`config.mk`:
```
export PLATFORM = sky130hd
export DESIGN_NAME = gpio_change_ctrl
export DESIGN_NICKNAME = d
export VERILOG_FILES = /design/src/rtl/gpio_change_ctrl.sv
export SDC_FILE = /design/constraint.sdc
export NUM_CORES = 1
export LEC_CHECK = 0
export ABC_CLOCK_PERIOD_IN_PS = 1900
export BUFFER_PORTS_ARGS = -buffer_cell sky130_fd_sc_hd__clkbuf_2
export CORE_UTILIZATION = 50
export CTS_BUF_LIST = sky130_fd_sc_hd__clkbuf_8
export DETAILED_ROUTE_END_ITERATION = 6
export GPL_TIMING_DRIVEN = 1
export MAX_ROUTING_LAYER = met4
export PLACE_DENSITY = 0.79
export SYNTH_ARGS = -nofsm -noshare
export SYNTH_HDL_FRONTEND = slang
export SYNTH_SLANG_ARGS = --single-unit
```
`constraint.sdc`:
```
create_clock -name clk -period 1.9 [get_ports clk]
set_input_delay 0.285 -clock clk [delete_from_list [all_inputs] [get_ports clk]]
set_output_delay 0.285 -clock clk [all_outputs]
set_load 0.02 [all_outputs]
```
`src/rtl/gpio_change_ctrl.sv`:
```
module gpio_change_ctrl #(
  parameter int NPINS = 32
) (
  input  logic             clk,
  input  logic             rst_n,
  input  logic [4:0]       addr,
  input  logic             wr_en,
  input  logic [31:0]      wr_data,
  output logic [31:0]      rd_data,
  input  logic [NPINS-1:0] pin_in,
  output logic [NPINS-1:0] pin_out,
  output logic [NPINS-1:0] pin_oe,
  output logic             irq
);
  localparam logic [2:0] SEL_DIR = 3'd0;
  localparam logic [2:0] SEL_DAT = 3'd1;
  localparam logic [2:0] SEL_IEN = 3'd2;
  localparam logic [2:0] SEL_CHG = 3'd3;
  localparam logic [2:0] SEL_WM  = 3'd4;
  localparam logic [2:0] SEL_TYP = 3'd5;

  logic [NPINS-1:0] dir_q, dat_q, ien_q, chg_q, wm_q, typ_q;
  logic [NPINS-1:0] sync1_q, sync2_q, prev_q;
  logic             irq_q;
  logic [NPINS-1:0] view;

  wire              aligned = (addr[1:0] == 2'b00);
  wire [2:0]        sel     = addr[4:2];
  wire              wr_hit  = wr_en && aligned;
  wire [NPINS-1:0]  wbits   = wr_data[NPINS-1:0];
  wire [NPINS-1:0]  edges   = (sync2_q ^ prev_q) & ~dir_q;
  wire [NPINS-1:0]  level   = (dir_q & dat_q) | (~dir_q & sync2_q);
  wire [NPINS-1:0]  ack     = (wr_hit && sel == SEL_CHG) ? wbits : '0;

  always_ff @(posedge clk or negedge rst_n) begin
    if (!rst_n) begin
      sync1_q <= '0;
      sync2_q <= '0;
      prev_q  <= '0;
    end else begin
      sync1_q <= pin_in;
      sync2_q <= sync1_q;
      prev_q  <= sync2_q;
    end
  end

  always_ff @(posedge clk or negedge rst_n) begin
    if (!rst_n) begin
      dir_q <= '0;
      dat_q <= '0;
      ien_q <= '0;
      wm_q  <= '1;
      typ_q <= '1;
    end else if (wr_hit) begin
      case (sel)
        SEL_DIR: dir_q <= wbits;
        SEL_DAT: dat_q <= (dat_q & ~wm_q) | (wbits & wm_q);
        SEL_IEN: ien_q <= wbits;
        SEL_WM:  wm_q  <= wbits;
        SEL_TYP: typ_q <= wbits;
        default: ;
      endcase
    end
  end

  always_ff @(posedge clk or negedge rst_n) begin
    if (!rst_n) begin
      chg_q <= '0;
      irq_q <= 1'b0;
    end else begin
      chg_q <= (chg_q & ~ack) | edges;
      irq_q <= |(chg_q & ien_q);
    end
  end

  always_comb begin
    view = '0;
    if (aligned) begin
      case (sel)
        SEL_DIR: view = dir_q;
        SEL_DAT: view = level;
        SEL_IEN: view = ien_q;
        SEL_CHG: view = chg_q;
        SEL_WM:  view = wm_q;
        SEL_TYP: view = typ_q;
        default: view = '0;
      endcase
    end
    rd_data = 32'(view);
  end

  assign pin_out = dat_q;
  assign pin_oe  = dir_q;
  assign irq     = irq_q;

  AST_IRQ_RISES: assert property (@(posedge clk) disable iff (!rst_n)
    (|(chg_q & ien_q)) |=> irq);
  AST_IRQ_FALLS: assert property (@(posedge clk) disable iff (!rst_n)
    !(|(chg_q & ien_q)) |=> !irq);
  AST_CHG_STICKY: assert property (@(posedge clk) disable iff (!rst_n)
    !(wr_hit && sel == SEL_CHG) |=> ((chg_q & $past(chg_q)) == $past(chg_q)));
  AST_DIR_HOLDS: assert property (@(posedge clk) disable iff (!rst_n)
    !(wr_hit && sel == SEL_DIR) |=> $stable(pin_oe));
  AST_OUT_MASKED: assert property (@(posedge clk) disable iff (!rst_n)
    1'b1 |=> (((pin_out ^ $past(pin_out)) & ~$past(wm_q)) == '0));
  AST_NO_OUTPUT_EDGE: assert property (@(posedge clk) disable iff (!rst_n)
    1'b1 |=> ((chg_q & ~$past(chg_q) & $past(dir_q)) == '0));
endmodule

```
# --- Word-level counts from Yosys, hierarchy flattened ---
# Index checks and enable logic that the tools add are counted.
word_totals:
  reg_bits: 289
  inputBits: 72
  output_inout_bits: 97
  word_cells: 42
op_classes:
  eq_ne: 5
  n_mux: 3
  n_bitwise: 14
  reduce_logical: 10
op_table:
  columns: ["operator", "n"]
  rows:
  - ["bitwise AND 32 bit", 7]
  - ["one-hot mux 32 bit (6 select lines)", 1]
  - ["inverter 32 bit", 3]
  - ["bitwise OR 32 bit", 3]
  - ["2-to-1 mux 32 bit", 2]
  - ["OR reduction 32 bit", 1]
  - ["XOR 32 bit", 1]
  - ["AND reduction 2 bit", 5]
  - ["equality test 3 x 2 -> 1 bit, second input constant", 2]
  - ["equality test 3 bit, second input constant", 2]
  - ["equality test 3 x 1 -> 1 bit, second input constant", 1]
  - ["zero test 3 bit", 1]
  - ["logical AND 1 bit", 2]
  - ["zero test 2 bit", 1]

# --- Depth between registers and ports, before layout ---
depth:
  word_depth: 7
  depth_mapped: 7
  depth_no_buf: 4

# --- Worst setup path after synthesis ---
# No wires, ideal clock.
synth_path:
  kind: "input to output"
  startpoint: "input addr[4]"
  endpoint: "output rd_data[23]"
  arrival_time_ns: 1.719
  required_ns: 1.615
  slack_ns: -0.104
  path_stages: 7
  path_buffers: 3
  path_cell_list: "buf_2 -> nor2_2 -> and2_1 -> buf_2 -> clkbuf_1 -> a22oi_1 -> a31oi_1"
synth_via:
  elab_chain_cells: 3
  word_cells_on_any_way: 8
  classes_between: "eq/ne (5); mux (2); reduce/logical (1)"
synth_rtl:
  columns: ["element", "line_no", "rtl"]
  rows:
  - ["start, declared", "6", "input logic [4:0] addr,"]
  - ["equality test 3 bit (tied with other cells)", "79", "case (sel)"]
  - ["one-hot mux 32 bit (6 select lines) (*)", "79", null]
  - ["2-to-1 mux 32 bit (*)", "78", "if (aligned) begin"]
  - ["end, declared", "9", "output logic [31:0] rd_data,"]
# Every way passes the cells marked *; elsewhere a longest branch is shown, timed or not.

# --- Worst setup path in the final report ---
layout_path:
  startpoint: "register dir_q[13], in the netlist pin_oe[13]"
  endpoint: "output rd_data[13]"
layout_via:
  elab_chain_cells: 5
  word_cells_on_any_way: 6
  classes_between: "mux (2); bitwise (4)"
layout_rtl:
  columns: ["element", "line_no", "rtl"]
  rows:
  - ["start, declared", "22", "logic [NPINS-1:0] dir_q, dat_q, ien_q, chg_q, wm_q, typ_q;"]
  - ["start signal, assigned", "56", "SEL_DIR: dir_q <= wbits;"]
  - ["inverter 32 bit", "32", "wire [NPINS-1:0] level = (dir_q & dat_q) | (~dir_q & sync2_q);"]
  - ["bitwise AND 32 bit", "32", null]
  - ["bitwise OR 32 bit", "32", null]
  - ["one-hot mux 32 bit (6 select lines) (*)", "79", null]
  - ["2-to-1 mux 32 bit (*)", "78", null]
# Marks and branches as above.

==> results.sh <==
export IMPL_final_setup_skew_ns=0.0361
export IMPL_tritoncts="yes"
export IMPL_seqCellArea_um2=7320
export IMPL_yosys_top_cells_area="dfrtp_1 (47%), dfstp_2 (14%), mux2_2 (13%)"
export IMPL_nFillCells=1562
export IMPL_synth_largest_area_cell="dfrtp_1"
export IMPL_arrival_ns=1.78
export IMPL_synth_edf_count=0
export IMPL_cts_root_buffer="clkbuf_8"
export IMPL_area_growth_pct=34.9
export IMPL_overflow=0
export IMPL_violations="negative setup slack"
export IMPL_status="finished, violations left"
export IMPL_syn_num_nets=939
export IMPL_maxCapViolations=0
export IMPL_drt_iter0_drc=675
export IMPL_p_leak_nw=7.19
export IMPL_antenna_found_initial=0
export IMPL_rsz0062_at_grt="yes"
export IMPL_holdPathStages=2
export IMPL_ff2ff_path_depth=3
export IMPL_finalCriticalPeriod_ns=2.07
export IMPL_numPortBuffers=168
export IMPL_cts_sinks=289
export IMPL_synth_yosys_seq_area_share_pct=61.3
export IMPL_drive_gt1_share_pct=52.4
export IMPL_relSlewSlack_pct=70.2
export IMPL_detail_route_first_pass_iterations=5
export IMPL_cp_slowest_cell="dfrtp_2"
export IMPL_endpoint_kind="output pin"
export IMPL_grt_pass1_wl_mm=50.6
export IMPL_routed_wirelength_mm=32.8
export IMPL_io_pins=169
export IMPL_clk_transition_reported_paths_ns=0.06
export IMPL_vdd_ir_drop_max_mv=0.772
export IMPL_rows=56
export IMPL_layout_setup_ws_ns=-0.165
export IMPL_yosysTopAreaCellShare_pct=47.2
export IMPL_hold_viol_final=0
export IMPL_startpoint_type="flip-flop"
export IMPL_tightestPinTransition_ns=0.446
export IMPL_grt_max_degree=70
export IMPL_synth_mux_area_share_pct=18.6
export IMPL_core_um2=23500
export IMPL_clock_latency_ns=0.57
export IMPL_drv_slew=0
export IMPL_dpl_cell_area_um2=13700
export IMPL_slowest_delay_ns=0.43
export IMPL_hp_class="primary input to flip-flop"
export IMPL_synth_top_family_by_area="multiplexers"
export IMPL_die_w_um=157
export IMPL_required_ns=1.62
export IMPL_fin_hold_ws_ns=0.0278
export IMPL_gp_congestion=0.833
export IMPL_period_share_pct=109
export IMPL_final_common_cell="dfrtp_1"
export IMPL_final_cell_mix="dfrtp_1 (217), clkbuf_2 (135), mux2_2 (123), buf_4 (109), clkbuf_8 (79)"
export IMPL_synth_cell_types=38
export IMPL_cts_made_buffers=47
export IMPL_vias=8752
export IMPL_wl_per_cell_um=21.2
export IMPL_timing_fmax_mhz=484
export IMPL_yosys_area_share_simple_pct=5.44
export IMPL_multiInputGateArea_um2=4920
export IMPL_antennaDiodeCount=0
export IMPL_synth_xor_area_share_pct=2.35
export IMPL_final_setup_viol_count=32
export IMPL_ys_seq_elements=289
export IMPL_cp_cell_sequence="mux2_4, a22oi_2, a31oi_4, buf_8"
export IMPL_cts_buffer_depth=3
export IMPL_syn_cell_area_um2=11900
export IMPL_p_per_area_nw_per_um2=984
export IMPL_drcViolationCount=0
export IMPL_synth_compound_area_share_pct=10.6
export IMPL_die_area_um2=24500
export IMPL_critPathKind="flip-flop to output pin"
export IMPL_via_per_inst=5.66
export IMPL_start_util_pct=50.9
export IMPL_final_nets=1261
export IMPL_synth_flop_cell="dfrtp_1"
export IMPL_grt_usage_pct=28.0
export IMPL_path_max_fanout=3
export IMPL_die_h_um=157
export IMPL_synth_area_per_cell_um2=13.8
export IMPL_ys_async_sr_fraction_pct=100
export IMPL_yosys_area_share_adder_pct=0
export IMPL_yosysWarnings=0
export IMPL_htreeDepth=2
export IMPL_dpl_hpwl_mm=21.0
export IMPL_antenna_left=0
export IMPL_syn_inst=867
export IMPL_final_cell_area_um2=16100
export IMPL_grt_pass1_vias=9171
-- where the power goes --
part | internal, W | leakage, nW | switching [W] | total, W
clock network | 0.00290 | 0.564 | 0.00245 | 0.00535
registers | 0.00707 | 3.33 | 0.000577 | 0.00765
logic | 0.00148 | 3.30 | 0.00138 | 0.00286
-- stage by stage --
stage	cells	total power, W	setup TNS [ns]	utilization, %	setup WS (ns)
after CTS	1535	0.0158	-3.52	68.0	-0.192
after global routing	1546	0.0165	-4.79	68.6	-0.202
after detailed placement	1367	0.00995	-0.266	58.5	-0.126
after global placement	1367	0.00985	-0.189	58.5	-0.0806
after floorplan	867	0.00894	-0.00321	-	-0.00321
final	1546	0.0159	-2.94	68.6	-0.165
-- critical path: cells and delay by family, from the launching register on --
| family | cells | cell delay [ns] |
|---|---|---|
| flip-flops | 1 | 0.43 |
| multiplexers | 1 | 0.31 |
| AO/OA/AOI/OAI | 2 | 0.31 |
| buffers and inverters | 1 | 0.15 |
-- final cells by class --
| class | count | area share (%) |
|---|---|---|
| Clock inverter | 29 | 0.948 |
| Timing Repair Buffer | 321 | 15.6 |
| Sequential cell | 289 | 45.5 |
| Clock buffer | 58 | 4.96 |
| Tap cell | 319 | 2.48 |
| Multi-Input combinational cell | 530 | 30.6 |
-- final timing paths --
| path | start | slack (ns) | end |
|---|---|---|---|
| min | wr_data[19] | 0.03 | flip-flop |
| max reg2reg | chg_q[20]$_DFF_PN0_ | 0.29 | irq$_DFF_PN0_ |
| max | pin_oe[13]$_DFFE_PN0P_ | -0.17 | rd_data[13] |
| min in group asynchronous | rst_n | 0.22 | asynchronous set/reset pin |
| max in group asynchronous | rst_n | 0.95 | wm_q[0]$_DFFE_PN1P_ |
| min reg2reg | sync1_q[18]$_DFF_PN0_ | 0.33 | sync2_q[18]$_DFF_PN0_ |
-- cells by family after synthesis --
group,after synthesis
AO/OA/AOI/OAI,173
XOR/XNOR,32
multiplexers,199
AND/OR/NAND/NOR,126
flip-flops,289
buffers and inverters,48
-- cells in the mapped netlist (4+ instances only) --
| library cell | n |
|---|---|
| a21oi_1 | 18 |
| nor4bb_1 | 4 |
| o22a_1 | 6 |
| nand2_1 | 68 |
| mux2_1 | 40 |
| xnor2_1 | 32 |
| o22ai_1 | 10 |
| clkbuf_1 | 23 |
| o2bb2ai_1 | 32 |
| a31oi_1 | 21 |
| nor2_1 | 11 |
| and3b_1 | 8 |
| nor2b_1 | 4 |
| mux2_2 | 141 |
| or2_2 | 8 |
| nand4_1 | 4 |
| nor3b_1 | 4 |
| a22oi_1 | 79 |
| buf_1 | 6 |
| mux2i_1 | 18 |
| dfrtp_1 | 225 |
| dfstp_2 | 64 |
| buf_2 | 16 |
-- layer usage --
| metal | wire length [um] | vias to the layer above | track usage, % |
|---|---|---|---|
| met1 | 14100 | 4445 | 37.0 |
| met5 | 0 | - | - |
| met4 | 1260 | 0 | 11.5 |
| met3 | 2010 | 88 | 4.57 |
| met2 | 15500 | 366 | 43.2 |
| li1 | - | 3853 | - |
-- what timing repair did --
| action | CTS | global route |
|---|---|---|
| hold endpoints to repair | 73 | 0 |
| hold buffers | 33 | 0 |
| cloned | 0 | 0 |
| endpoints found under the setup margin | 32 | 32 |
| setup buffers | 49 | 11 |
| pin swaps | 53 | 15 |
| gates resized for setup | 127 | 26 |
Power figures use the tool's default switching activity.
